$ cat src/rtl/trap_ctrl_pkg.sv
package trap_ctrl_pkg;

    localparam int XLEN    = 32;
    localparam int NUM_EXC = 3;
    localparam int NUM_IRQ = 3;
    localparam int ENG_W   = 3;

    localparam int IRQ_SW  = 0;
    localparam int IRQ_TMR = 1;
    localparam int IRQ_EXT = 2;

    localparam int ID_SW  = 3;
    localparam int ID_TMR = 7;
    localparam int ID_EXT = 11;

    localparam logic [ENG_W-1:0] ENG_EXECUTE = ENG_W'(2);
    localparam logic [ENG_W-1:0] ENG_TRAP    = ENG_W'(3);

    typedef enum logic {
        CTL_IDLE,
        CTL_WAIT
    } ctl_state_t;

    function automatic logic [XLEN-1:0] irq_cause(input int idx);
        logic [XLEN-1:0] c;
        c = '0;
        unique case (idx)
            IRQ_SW:  c[7:0] = 8'(ID_SW);
            IRQ_TMR: c[7:0] = 8'(ID_TMR);
            default: c[7:0] = 8'(ID_EXT);
        endcase
        c[XLEN-1] = 1'b1;
        return c;
    endfunction

    function automatic logic [XLEN-1:0] mip_map(input logic [NUM_IRQ-1:0] q);
        logic [XLEN-1:0] r;
        r         = '0;
        r[ID_SW]  = q[IRQ_SW];
        r[ID_TMR] = q[IRQ_TMR];
        r[ID_EXT] = q[IRQ_EXT];
        return r;
    endfunction

endpackage

$ cat src/rtl/trap_sticky_buf.sv
module trap_sticky_buf #(
    parameter int W = 3
) (
    input  logic         clk_i,
    input  logic         rst_ni,
    input  logic [W-1:0] set_i,
    input  logic [W-1:0] clr_i,
    output logic [W-1:0] q_o
);

    logic [W-1:0] bit_q;

    for (genvar g = 0; g < W; g++) begin : g_bit
        always_ff @(posedge clk_i or negedge rst_ni) begin
            if (!rst_ni) begin
                bit_q[g] <= 1'b0;
            end else begin
                bit_q[g] <= (bit_q[g] | set_i[g]) & ~clr_i[g];
            end
        end

        // a clear strobe removes its bit on the next edge, even against a set
        a_r8_clear_wins: assert property (@(posedge clk_i) disable iff (!rst_ni)
            clr_i[g] |=> !q_o[g]);
    end

    assign q_o = bit_q;

endmodule

$ cat src/rtl/trap_prio.sv
module trap_prio
    import trap_ctrl_pkg::*;
(
    input  logic [NUM_EXC-1:0] exc_buf_i,
    input  logic [NUM_IRQ-1:0] irq_elig_i,
    output logic               hit_o,
    output logic [XLEN-1:0]    cause_o,
    output logic [NUM_IRQ-1:0] ack_mask_o
);

    always_comb begin
        hit_o      = 1'b0;
        cause_o    = '0;
        ack_mask_o = '0;
        if (|exc_buf_i) begin
            hit_o = 1'b1;
            for (int i = NUM_EXC - 1; i >= 0; i--) begin
                if (exc_buf_i[i]) begin
                    cause_o = XLEN'(i);
                end
            end
        end else if (irq_elig_i[IRQ_EXT]) begin
            hit_o               = 1'b1;
            cause_o             = irq_cause(IRQ_EXT);
            ack_mask_o[IRQ_EXT] = 1'b1;
        end else if (irq_elig_i[IRQ_SW]) begin
            hit_o              = 1'b1;
            cause_o            = irq_cause(IRQ_SW);
            ack_mask_o[IRQ_SW] = 1'b1;
        end else if (irq_elig_i[IRQ_TMR]) begin
            hit_o               = 1'b1;
            cause_o             = irq_cause(IRQ_TMR);
            ack_mask_o[IRQ_TMR] = 1'b1;
        end
    end

    // an exception choice never acknowledges an interrupt
    always_comb begin
        if (|exc_buf_i) begin
            a_r5_exc_first: assert (ack_mask_o == '0);
        end
    end

endmodule

$ cat src/rtl/trap_capture_ctrl.sv
module trap_capture_ctrl
    import trap_ctrl_pkg::*;
(
    input  logic               clk_i,
    input  logic               rst_ni,
    input  logic [NUM_EXC-1:0] exc_strobe_i,
    input  logic [NUM_IRQ-1:0] irq_i,
    input  logic [NUM_IRQ-1:0] irq_en_i,
    input  logic               gie_i,
    input  logic [ENG_W-1:0]   eng_state_i,
    input  logic               start_ack_i,
    output logic [XLEN-1:0]    mcause_o,
    output logic [NUM_EXC-1:0] exc_src_o,
    output logic               exc_clr_o,
    output logic [NUM_IRQ-1:0] irq_ack_o,
    output logic               start_req_o,
    output logic [XLEN-1:0]    mip_o
);

    ctl_state_t         state_q, state_d;
    logic [NUM_EXC-1:0] exc_q;
    logic [NUM_IRQ-1:0] irq_q;
    logic [NUM_IRQ-1:0] irq_elig;
    logic               irq_window;
    logic               sel_hit;
    logic [XLEN-1:0]    sel_cause;
    logic [NUM_IRQ-1:0] sel_ack;
    logic               take;

    logic [XLEN-1:0]    mcause_q;
    logic [NUM_EXC-1:0] exc_src_q;
    logic               exc_clr_q;
    logic [NUM_IRQ-1:0] irq_ack_q;

    trap_sticky_buf #(.W(NUM_EXC)) u_exc_buf (
        .clk_i  (clk_i),
        .rst_ni (rst_ni),
        .set_i  (exc_strobe_i),
        .clr_i  (exc_src_q & {NUM_EXC{exc_clr_q}}),
        .q_o    (exc_q)
    );

    trap_sticky_buf #(.W(NUM_IRQ)) u_irq_buf (
        .clk_i  (clk_i),
        .rst_ni (rst_ni),
        .set_i  (irq_i),
        .clr_i  (irq_ack_q),
        .q_o    (irq_q)
    );

    assign irq_window = (eng_state_i == ENG_EXECUTE) || (eng_state_i == ENG_TRAP);
    assign irq_elig   = irq_q & irq_en_i & {NUM_IRQ{gie_i & irq_window}};

    trap_prio u_prio (
        .exc_buf_i  (exc_q),
        .irq_elig_i (irq_elig),
        .hit_o      (sel_hit),
        .cause_o    (sel_cause),
        .ack_mask_o (sel_ack)
    );

    assign take = (state_q == CTL_IDLE) && sel_hit;

    always_comb begin
        state_d = state_q;
        unique case (state_q)
            CTL_IDLE: if (sel_hit)     state_d = CTL_WAIT;
            CTL_WAIT: if (start_ack_i) state_d = CTL_IDLE;
            default:                   state_d = CTL_IDLE;
        endcase
    end

    always_ff @(posedge clk_i or negedge rst_ni) begin
        if (!rst_ni) begin
            state_q <= CTL_IDLE;
        end else begin
            state_q <= state_d;
        end
    end

    always_ff @(posedge clk_i or negedge rst_ni) begin
        if (!rst_ni) begin
            mcause_q  <= '0;
            exc_src_q <= '0;
            exc_clr_q <= 1'b0;
            irq_ack_q <= '0;
        end else begin
            exc_clr_q <= 1'b0;
            irq_ack_q <= '0;
            if (take) begin
                mcause_q  <= sel_cause;
                exc_src_q <= exc_q;
                exc_clr_q <= 1'b1;
                irq_ack_q <= sel_ack;
            end
        end
    end

    assign mcause_o    = mcause_q;
    assign exc_src_o   = exc_src_q;
    assign exc_clr_o   = exc_clr_q;
    assign irq_ack_o   = irq_ack_q;
    assign start_req_o = (state_q == CTL_WAIT);
    assign mip_o       = mip_map(irq_q);

    a_r6_req_holds: assert property (@(posedge clk_i) disable iff (!rst_ni)
        (start_req_o && !start_ack_i) |=> start_req_o);

    a_r6_req_drops: assert property (@(posedge clk_i) disable iff (!rst_ni)
        (start_req_o && start_ack_i) |=> !start_req_o);

    a_r7_cause_stable: assert property (@(posedge clk_i) disable iff (!rst_ni)
        (start_req_o && !start_ack_i) |=> $stable(mcause_o));

    a_r8_clr_single: assert property (@(posedge clk_i) disable iff (!rst_ni)
        exc_clr_o |=> !exc_clr_o);

    a_r8_ack_onehot: assert property (@(posedge clk_i) disable iff (!rst_ni)
        $onehot0(irq_ack_o));

    a_r5_irq_window: assert property (@(posedge clk_i) disable iff (!rst_ni)
        (irq_ack_o != '0) |-> $past((eng_state_i == ENG_EXECUTE) || (eng_state_i == ENG_TRAP)));

    a_r3_irq_msb: assert property (@(posedge clk_i) disable iff (!rst_ni)
        (irq_ack_o != '0) |-> mcause_o[XLEN-1]);

    a_r8_ack_with_start: assert property (@(posedge clk_i) disable iff (!rst_ni)
        exc_clr_o |-> start_req_o);

endmodule

$ cat config.mk
export PLATFORM = sky130hd
export DESIGN_NAME = trap_capture_ctrl
export DESIGN_NICKNAME = d
export VERILOG_FILES = /design/src/rtl/trap_ctrl_pkg.sv /design/src/rtl/trap_sticky_buf.sv /design/src/rtl/trap_prio.sv /design/src/rtl/trap_capture_ctrl.sv
export SDC_FILE = /design/constraint.sdc
export NUM_CORES = 1
export LEC_CHECK = 0
export BUFFER_PORTS_ARGS = -buffer_cell sky130_fd_sc_hd__buf_2
export CAP_MARGIN = 20
export CORE_MARGIN = 1.5
export CORE_UTILIZATION = 40
export CTS_CLUSTER_SIZE = 8
export DETAILED_ROUTE_END_ITERATION = 16
export PLACE_DENSITY_LB_ADDON = 0.1
export SLEW_MARGIN = 20
export SYNTH_ARGS = -nofsm -noshare
export SYNTH_HDL_FRONTEND = slang
export SYNTH_SLANG_ARGS = --single-unit
$ cat constraint.sdc
create_clock -name clk_i -period 1.9 [get_ports clk_i]
set_input_delay 0.095 -clock clk_i [delete_from_list [all_inputs] [get_ports clk_i]]
set_output_delay 0.095 -clock clk_i [all_outputs]
set_load 0.01 [all_outputs]
==> results of run 1 <==
-- synthesized netlist by cell type --
| cell | count | area, sq um |
|---|---|---|
| sky130_fd_sc_hd__nor2_2 | 1 | 6.260 |
| sky130_fd_sc_hd__nand2_1 | 8 | 30.03 |
| sky130_fd_sc_hd__nor2b_1 | 1 | 6.260 |
| sky130_fd_sc_hd__inv_1 | 1 | 3.750 |
| sky130_fd_sc_hd__o221ai_1 | 1 | 8.760 |
| sky130_fd_sc_hd__o31a_1 | 1 | 8.760 |
| sky130_fd_sc_hd__o41ai_1 | 1 | 8.760 |
| sky130_fd_sc_hd__o211ai_1 | 3 | 22.52 |
| sky130_fd_sc_hd__a21oi_1 | 3 | 15.01 |
| sky130_fd_sc_hd__a222oi_1 | 1 | 10.01 |
| sky130_fd_sc_hd__o21ai_0 | 3 | 15.01 |
| sky130_fd_sc_hd__conb_1 | 1 | 3.750 |
| sky130_fd_sc_hd__buf_4 | 56 | 420.4 |
| sky130_fd_sc_hd__o21a_1 | 1 | 7.510 |
| sky130_fd_sc_hd__nand4bb_1 | 1 | 11.26 |
| sky130_fd_sc_hd__o22a_1 | 1 | 8.760 |
| sky130_fd_sc_hd__nand3b_1 | 1 | 7.510 |
| sky130_fd_sc_hd__a22oi_1 | 1 | 7.510 |
| sky130_fd_sc_hd__dfrtp_1 | 19 | 475.5 |
| sky130_fd_sc_hd__mux2i_1 | 4 | 40.04 |
| sky130_fd_sc_hd__nor4bb_1 | 1 | 10.01 |
| sky130_fd_sc_hd__nand3_1 | 2 | 10.01 |
| sky130_fd_sc_hd__nand4_1 | 1 | 6.260 |
| sky130_fd_sc_hd__nor3_2 | 1 | 10.01 |
| sky130_fd_sc_hd__clkbuf_1 | 1 | 3.750 |
| sky130_fd_sc_hd__nor2_1 | 14 | 52.55 |
| sky130_fd_sc_hd__mux2_2 | 1 | 11.26 |
-- area by class of cell --
class / instances / area (sq um) / share of cell area (%)
multi-input cells: 108 / 524.3 / 41.53
flip-flops and latches: 19 / 475.5 / 37.66
repair buffers: 35 / 192.7 / 15.26
well taps: 31 / 38.79 / 3.072
clock buffers: 3 / 22.52 / 1.784
clock inverters: 1 / 5.005 / 0.3964
inverters: 1 / 3.754 / 0.2973
-- cell families after synthesis --
| family | after synthesis | synth area share (%) |
|---|---|---|
| DFF | 19 | 38.93 |
| other | 1 | 0.3071 |
| AOI/OAI and AO/OA | 16 | 9.221 |
| buffers and inverters | 58 | 35.04 |
| muxes | 5 | 4.201 |
| and+or+nand+nor | 31 | 12.30 |
-- tightest hold or removal path, delay by kind of cell --
kind                   cells  cell delay [ns]
buffers and inverters      1             0.08
AND/OR/NAND/NOR            2             0.11
-- state kept, by name (all words and copies together) (netlist names) --
signal,count
u_irq_buf.q_o,3
irq_ack_o,3
u_exc_buf.q_o,3
exc_clr_o,1
mcause_o,5
start_req_o,1
exc_src_o,3
-- power groups by stage --
stage / Combinational (W) / Sequential, W / Clock (W)
after CTS: 0.000315 / 0.000573 / 0.000215
after global placement: 0.000308 / 0.000577 / 0
after global routing: 0.000351 / 0.000587 / 0.000235
final: 0.000313 / 0.000571 / 0.000200
after floorplan: 0.000257 / 0.000590 / 0
after detailed placement: 0.000314 / 0.000578 / 0
-- through the flow --
stage	util, %	area (sq um)	total power [W]	hold WS [ns]	cells
6_report	44.63	1262	0.001085	0.01689	198
2_1_floorplan	-	1428	0.0008466	-0.2006	185
5_1_grt	44.63	1262	0.001173	0.01816	198
3_3_place_gp	42.95	1215	0.0008854	0.06354	192
3_5_place_dp	42.95	1215	0.0008923	0.05882	192
4_1_cts	44.63	1262	0.001103	0.006661	198
-- metal layers --
metal	part of all wire, %	vias to the layer above	wire, microns	GRT usage (%)
met5	0	-	0	0
met4	0	0	0	0.6645
met3	10	0	196	4.018
met2	48	50	932	18.51
met1	42	372	804	15.17
li1	-	395	-	-
-- path summary, 6_finish.rpt --
path	start	to	slack, ns	cells past startpoint
worst max-delay path	u_irq_buf.q_o[2]	mcause_o[1]	0.50	4
worst min-delay path	irq_i[1]	u_irq_buf.q_o[1]	0.02	3
worst max register to register	u_irq_buf.q_o[2]	mcause_o[1]	0.50	4
min in group asynchronous	rst_ni	u_irq_buf.q_o[1]	0.25	2
max in group asynchronous	rst_ni	exc_clr_o	1.34	2
worst min register to register	irq_ack_o[1]	u_irq_buf.q_o[1]	0.43	1
-- timing repair --
| item | 4_1_cts | 5_1_grt |
|---|---|---|
| gates resized for setup | 0 | 0 |
| hold buffers | 2 | 0 |
| hold endpoints to repair | 20 | 0 |
==> load_flow_metrics.sql, run 1 <==
INSERT INTO impl_metrics (metric_group, metric, value, unit) VALUES
('synth', 'mappedNetlistArea', '1221', 'sq um'),
('power', 'seq_power_share', '52.7', '%'),
('drt', 'route.detailed.wl_per_inst', '9.758', 'microns'),
('worst_setup_path', 'data_required_time_of_the_worst_path', '2.08', 'ns'),
('min_path', 'hold_path_class', 'input pin to flop', ''),
('power', 'clock_power_share', '18.5', '%'),
('global_routing', 'grt_pass1_vias', '661', ''),
('worst_setup_path', 'critPathBufInv', '1', ''),
('final_layout', 'drive_gt1_share', '23.95', '%'),
('worst_setup_path', 'worstSetupEndpointType', 'flop', ''),
('clocking', 'clock_tree_from_tritoncts', 'yes', ''),
('global_routing', 'globalRouteOverflowTotal', '0', ''),
('die', 'die-width', '58.26', 'microns'),
('power', 'power.switching_fraction', '36.06', '%'),
('power', 'peakVddDrop', '0.4671', 'mV'),
('clocking', 'post_cts_buffers', '0', ''),
('final_layout', 'final_net_count', '184', ''),
('final_layout', 'areaGrowthSynthToFinish', '3.381', '%'),
('die', 'die_footprint', '3394', 'sq um'),
('synth', 'synthDistinctLibCells', '27', ''),
('placed_design', 'io_buffer_count', '30', ''),
('timing', 'report.final.hold_viol_count', '0', ''),
('drt', 'detail_route.drc_violations', '8', ''),
('power', 'p_int', '0.0006935', 'W'),
('clocking', 'number_of_buffers_on_the_longest_clock_path', '2', ''),
('timing', 'finClkSkew', '0.01058', 'ns'),
('synth', 'seq_area_frac_synth', '38.93', '%'),
('timing', 'post-route-period-util', '73.56', '%'),
('power', 'power_frac_comb', '28.9', '%'),
('worst_setup_path', 'crit_fanout', '6', ''),
('final_layout', 'mostFrequentLayoutCell', 'sky130_fd_sc_hd__conb_1', ''),
('die', 'num_io_pins', '88', ''),
('timing', 'setup_viol', '0', ''),
('timing', 'worst_slack', '0.5024', 'ns'),
('worst_setup_path', 'worstSetupPathType', 'flop to flop', ''),
('status', 'failing_checks', 'DRC', ''),
('placed_design', 'placement.setup.worst_slack', '0.5331', 'ns'),
('global_routing', 'grt_pass1_wl', '2.939', 'mm'),
('clocking', 'clock_insertion_delay_worst_skew', '0.30', 'ns'),
('clocking', 'cts-buffers-inserted', '3', ''),
('power', 'switching_power', '0.0003910', 'W'),
('timing', 'period_minus_slack', '1.398', 'ns'),
('placed_design', 'place.gp.congestion', '0.7178', ''),
('synth', 'ffs_latches_synth', '19', ''),
('drt', 'ant_nets', '0', ''),
('drt', 'routed_wl', '1.932', 'mm'),
('power', 'power_leakage', '0.6905', 'nW'),
('global_routing', 'grt_use_total', '11.31', '%'),
('clocking', 'cts-htree-levels', '1', ''),
('die', 'placement_rows', '19', ''),
('drt', 'drt-pass1-iter-count', '11', ''),
('die', 'die_h', '58.26', 'microns'),
('drt', 'avgViaCountPerCell', '4.126', ''),
('final_layout', 'insertedDiodeCount', '0', ''),
('status', 'run_status', 'finished with violations', ''),
('run', 'max_cap_viol_count', '0', ''),
('drt', 'drt_first_iter_violations', '41', ''),
('worst_setup_path', 'critPathArrivalTime', '1.58', 'ns'),
('worst_setup_path', 'cp_cell_sequence', 'a222oi_1, buf_4, nor2_2, o31a_1', ''),
('global_routing', 'largest_net_degree_at_the_start_of_global_routing', '20', ''),
('timing', 'fin_setup_tns', '0', 'ns'),
('synth', 'syn_inst', '130', ''),
('synth', 'synthesis.yosys.warnings', '0', ''),
('global_routing', 'number_of_antenna_violations_at_the_first_check_in_global_routing', '0', ''),
('timing', 'grt_setup_unrepaired', 'false', ''),
('power', 'power-per-cell-area', '859.1', 'nW/um^2'),
('final_layout', 'highest_count_cells_in_the_layout_ignoring_fill_and_taps', 'sky130_fd_sc_hd__conb_1 (56), sky130_fd_sc_hd__buf_2 (30), sky130_fd_sc_hd__dfrtp_1 (19)', ''),
('final_layout', 'final.fill_count', '291', ''),
('clocking', 'tritoncts_num_sinks', '19', ''),
('worst_setup_path', 'worst_path_dominant_cell_family', 'compound AO/OA/AOI/OAI gates', ''),
('placed_design', 'dp_hpwl', '1.526', 'mm'),
('drt', 'via_count', '817', ''),
('synth', 'post_synth.cell_area_avg', '9.394', 'sq um'),
('clocking', 'clkSlewWorstSetupHoldPaths', '0.11', 'ns'),
('clocking', 'clock_tree.root_cell', 'sky130_fd_sc_hd__clkbuf_4', ''),
('die', 'initial_core_util', '43.17', '%'),
('worst_setup_path', 'crit_path_max_incr_delay', '0.45', 'ns'),
('worst_setup_path', 'start_kind', 'flop', ''),
('timing', 'final-max-slew-violation-count', '0', ''),
('die', 'core_area', '2829', 'sq um'),
('worst_setup_path', 'slowest_stage', 'sky130_fd_sc_hd__dfrtp_1', ''),
('timing', 'max_clock_freq', '0.7155', 'GHz');
Power figures use the tool's default switching activity.
==> inputs of run 2 (changes only) <==
ABC_AREA = 1   (was not set)
CORE_UTILIZATION = 37   (was 40)
clock period = 1.2 ns   (was 1.9 ns; I/O delays follow)
==> load_flow_metrics.sql, run 2 <==
INSERT INTO impl_metrics (metric_group, metric, value, unit) VALUES
('status', 'run_status', 'finished with violations', ''),
('status', 'failing_checks', 'setup timing', ''),
('worst_setup_path', 'worst_path_dominant_cell_family', 'simple AND/OR/NAND/NOR gates', ''),
('worst_setup_path', 'worstSetupEndpointType', 'flop', ''),
('power', 'power_leakage', '0.8273', 'nW'),
('drt', 'wirelength_met1', '826', 'microns'),
('synth', 'share_of_the_synthesized_area_in_the_top_cell_type', '38.04', '%'),
('timing', 'finClkSkew', '0.003585', 'ns'),
('global_routing', 'globalRouteOverflowTotal', '0', ''),
('die', 'initial_core_util', '39.96', '%'),
('final_layout', 'multi_input_area', '541.8', 'sq um'),
('final_layout', 'layout.area.seq', '475.5', 'sq um'),
('synth', 'count_of_flip_flops_with_a_built_in_enable_after_synthesis', '0', ''),
('clocking', 'clock_insertion_delay_worst_skew', '0.30', 'ns'),
('synth', 'synth_top_area_cell', 'sky130_fd_sc_hd__dfrtp_1', ''),
('synth', 'yosys_most_used_dff', 'sky130_fd_sc_hd__dfrtp_1', ''),
('drt', 'top_layer_used', 'met3', ''),
('global_routing', 'grt_pass1_vias', '736', ''),
('global_routing', 'grt_use_total', '11.31', '%'),
('timing', 'worst_slack', '-0.05329', 'ns'),
('placed_design', 'placement.setup.worst_slack', '-0.05422', 'ns'),
('clocking', 'number_of_buffers_on_the_longest_clock_path', '2', ''),
('drt', 'detail_route.drc_violations', '0', ''),
('final_layout', 'highest_count_cells_in_the_layout_ignoring_fill_and_taps', 'sky130_fd_sc_hd__conb_1 (56), sky130_fd_sc_hd__buf_2 (30), sky130_fd_sc_hd__nand2_1 (19), sky130_fd_sc_hd__dfrtp_1 (19), sky130_fd_sc_hd__nor2_1 (13)', ''),
('drt', 'route.detailed.wl_per_inst', '8.617', 'microns'),
('worst_setup_path', 'cp_cell_sequence', 'or2_4, nor2_8, nand3_4, nand2_4, nand2_2, nand2_1', ''),
('placed_design', 'place.gp.congestion', '0.7814', ''),
('clocking', 'tritoncts_num_sinks', '19', ''),
('final_layout', 'final_net_count', '208', ''),
('placed_design', 'post-place-cells', '220', ''),
('placed_design', 'dp_hpwl', '1.546', 'mm'),
('final_layout', 'areaGrowthSynthToFinish', '12.01', '%'),
('final_layout', 'final.fill_count', '349', ''),
('timing', 'report.final.hold_viol_count', '0', ''),
('worst_setup_path', 'start_kind', 'flop', ''),
('power', 'peakVddDrop', '0.8754', 'mV'),
('drt', 'ant_nets', '0', ''),
('timing', 'period_minus_slack', '1.253', 'ns'),
('worst_setup_path', 'critPathArrivalTime', '1.50', 'ns'),
('die', 'core_area', '3128', 'sq um'),
('clocking', 'cts-htree-levels', '1', ''),
('timing', 'max_clock_freq', '0.7979', 'GHz'),
('die', 'num_io_pins', '88', ''),
('clocking', 'cts-buffers-inserted', '3', ''),
('synth', 'yosys-top-cells-count', 'sky130_fd_sc_hd__buf_4 (56), sky130_fd_sc_hd__dfrtp_1 (19), sky130_fd_sc_hd__nand2_1 (19)', ''),
('drt', 'routed_wl', '2.025', 'mm'),
('timing', 'final-max-slew-violation-count', '0', ''),
('power', 'p_int', '0.001310', 'W'),
('global_routing', 'largest_net_degree_at_the_start_of_global_routing', '20', ''),
('worst_setup_path', 'data_required_time_of_the_worst_path', '1.45', 'ns'),
('global_routing', 'number_of_antenna_violations_at_the_first_check_in_global_routing', '0', ''),
('power', 'power_frac_comb', '42.4', '%'),
('synth', 'synthDistinctLibCells', '19', ''),
('placed_design', 'postPlaceCellArea', '1264', 'sq um'),
('die', 'die-width', '61.12', 'microns'),
('drt', 'detailroute.wirelength.met2', '993', 'microns'),
('global_routing', 'grt_pass1_wl', '3.118', 'mm'),
('synth', 'postSynth.asyncResetShare', '100.0', '%'),
('power', 'power-per-cell-area', '1591', 'nW/um^2'),
('final_layout', 'insertedDiodeCount', '0', ''),
('timing', 'fin_setup_tns', '-0.3036', 'ns'),
('final_layout', 'mostFrequentLayoutCell', 'sky130_fd_sc_hd__conb_1', ''),
('worst_setup_path', 'worstSetupPathType', 'flop to flop', ''),
('final_layout', 'largest_register_ff_count', '5', ''),
('min_path', 'hold_path_class', 'input pin to flop', ''),
('power', 'switching_power', '0.0009176', 'W'),
('run', 'max_cap_viol_count', '0', ''),
('drt', 'via_count', '854', ''),
('clocking', 'clock_tree_from_tritoncts', 'yes', ''),
('timing', 'setup_viol', '11', ''),
('worst_setup_path', 'slowest_stage', 'sky130_fd_sc_hd__dfrtp_1', ''),
('synth', 'top_cells_by_area_synth', 'sky130_fd_sc_hd__dfrtp_1 (38%), sky130_fd_sc_hd__buf_4 (34%), sky130_fd_sc_hd__nand2_1 (5.7%), sky130_fd_sc_hd__nand2_2 (4.0%), sky130_fd_sc_hd__nor2_1 (3.9%)', ''),
('drt', 'met3_wirelength', '205', 'microns'),
('timing', 'grt_setup_unrepaired', 'true', ''),
('drt', 'avgViaCountPerCell', '3.634', ''),
('synth', 'mappedNetlistArea', '1250', 'sq um'),
('final_layout', 'fin_cells', '235', ''),
('synth', 'seq_area_frac_synth', '38.04', '%'),
('die', 'die_h', '61.12', 'microns'),
('synth', 'syn_inst', '144', ''),
('final_layout', 'drive_gt1_share', '29.32', '%'),
('final_layout', 'postLayoutCellArea', '1400', 'sq um'),
('drt', 'drt_first_iter_violations', '9', ''),
('clocking', 'clkSlewWorstSetupHoldPaths', '0.11', 'ns'),
('power', 'power.switching_fraction', '41.19', '%'),
('synth', 'post_synth.cell_area_avg', '8.680', 'sq um'),
('clocking', 'clock_tree.root_cell', 'sky130_fd_sc_hd__clkbuf_4', ''),
('worst_setup_path', 'crit_path_max_incr_delay', '0.39', 'ns'),
('worst_setup_path', 'crit_fanout', '6', ''),
('worst_setup_path', 'critPathBufInv', '0', ''),
('placed_design', 'io_buffer_count', '30', ''),
('drt', 'drt-pass1-iter-count', '3', ''),
('synth', 'synthesis.yosys.warnings', '0', ''),
('synth', 'synth.most_common_cell', 'sky130_fd_sc_hd__buf_4', ''),
('timing', 'post-route-period-util', '104.4', '%'),
('die', 'die_footprint', '3736', 'sq um'),
('synth', 'ffs_latches_synth', '19', ''),
('power', 'seq_power_share', '42.6', '%'),
('power', 'clock_power_share', '15.0', '%'),
('die', 'placement_rows', '20', '');
-- run 2: cell count changes in the layout (fill, tap and decap cells not counted), moves of 3 or more --
cell	delta
sky130_fd_sc_hd__nand2_1	+11
sky130_fd_sc_hd__nand2_2	+8
sky130_fd_sc_hd__dlygate4sd3_1	+6
sky130_fd_sc_hd__inv_1	+6
sky130_fd_sc_hd__mux2i_1	-4
sky130_fd_sc_hd__nand3_1	+4
sky130_fd_sc_hd__o211ai_1	-3
-- run 2: stage by stage --
step / utilization [%] / hold slack [ns] / total power (W)
final: 44.76 / 0.01740 / 0.002228
after global routing: 44.76 / 0.02550 / 0.002405
after CTS: 44.52 / 0.005159 / 0.002243
after detailed placement: 40.40 / 0.03074 / 0.001838
after global placement: 40.40 / 0.02402 / 0.001827
after floorplan: - / -0.2356 / 0.001645
-- run 2: worst min-delay path, stage by stage --
cell	delay, ns
sky130_fd_sc_hd__buf_2	0.08
sky130_fd_sc_hd__nand2_1	0.04
sky130_fd_sc_hd__inv_1	0.06
sky130_fd_sc_hd__nor3_1	0.05
-- run 2: cell type report --
class	instances	area share, %
clock buffer	4	1.877
inverter	9	2.413
multi-input combinational	116	38.70
sequential	19	33.96
tap	44	3.932
timing repair buffer	43	19.12
-- run 2: per-layer routing --
layer | global-route usage, % | up-vias
met5 | 0 | -
met4 | 2.795 | 0
met3 | 4.202 | 0
met2 | 20.06 | 52
met1 | 12.84 | 375
li1 | - | 427
-- run 2: final timing paths --
path                            cells past startpoint        startpoint  slack [ns]                to
worst max-delay path                                6  u_exc_buf.q_o[1]       -0.05       mcause_o[0]
worst min-delay path                                4       irq_en_i[2]        0.02      irq_ack_o[0]
worst max register to register                      6  u_exc_buf.q_o[1]       -0.05       mcause_o[0]
worst min register to register                      1      irq_ack_o[2]        0.42  u_irq_buf.q_o[2]
max in group asynchronous                           2            rst_ni        0.69  u_irq_buf.q_o[2]
min in group asynchronous                           2            rst_ni        0.21      exc_src_o[0]
-- run 2: what timing repair did --
action	CTS	global route
endpoints found under the hold margin	26	0
cloned	1	0
setup endpoints to repair	10	11
resized for setup	1	0
hold buffers	8	0
buffers inserted	1	1
pin swaps	5	7
-- run 2: power groups by stage --
| stage | Sequential (W) | Clock [W] | Combinational, W |
|---|---|---|---|
| 2_1_floorplan | 0.00102 | 0 | 0.000621 |
| 3_3_place_gp | 0.000962 | 0 | 0.000865 |
| 3_5_place_dp | 0.000964 | 0 | 0.000874 |
| 4_1_cts | 0.000953 | 0.000353 | 0.000936 |
| 5_1_grt | 0.000976 | 0.000378 | 0.00105 |
| 6_report | 0.000949 | 0.000334 | 0.000945 |
-- run 2: kinds of logic after synthesis --
group           share of synthesized area (%)
simple gates                            22.22
buf+inv                                 36.34
flops                                   38.04
other cells                            0.3000
compound gates                          3.103
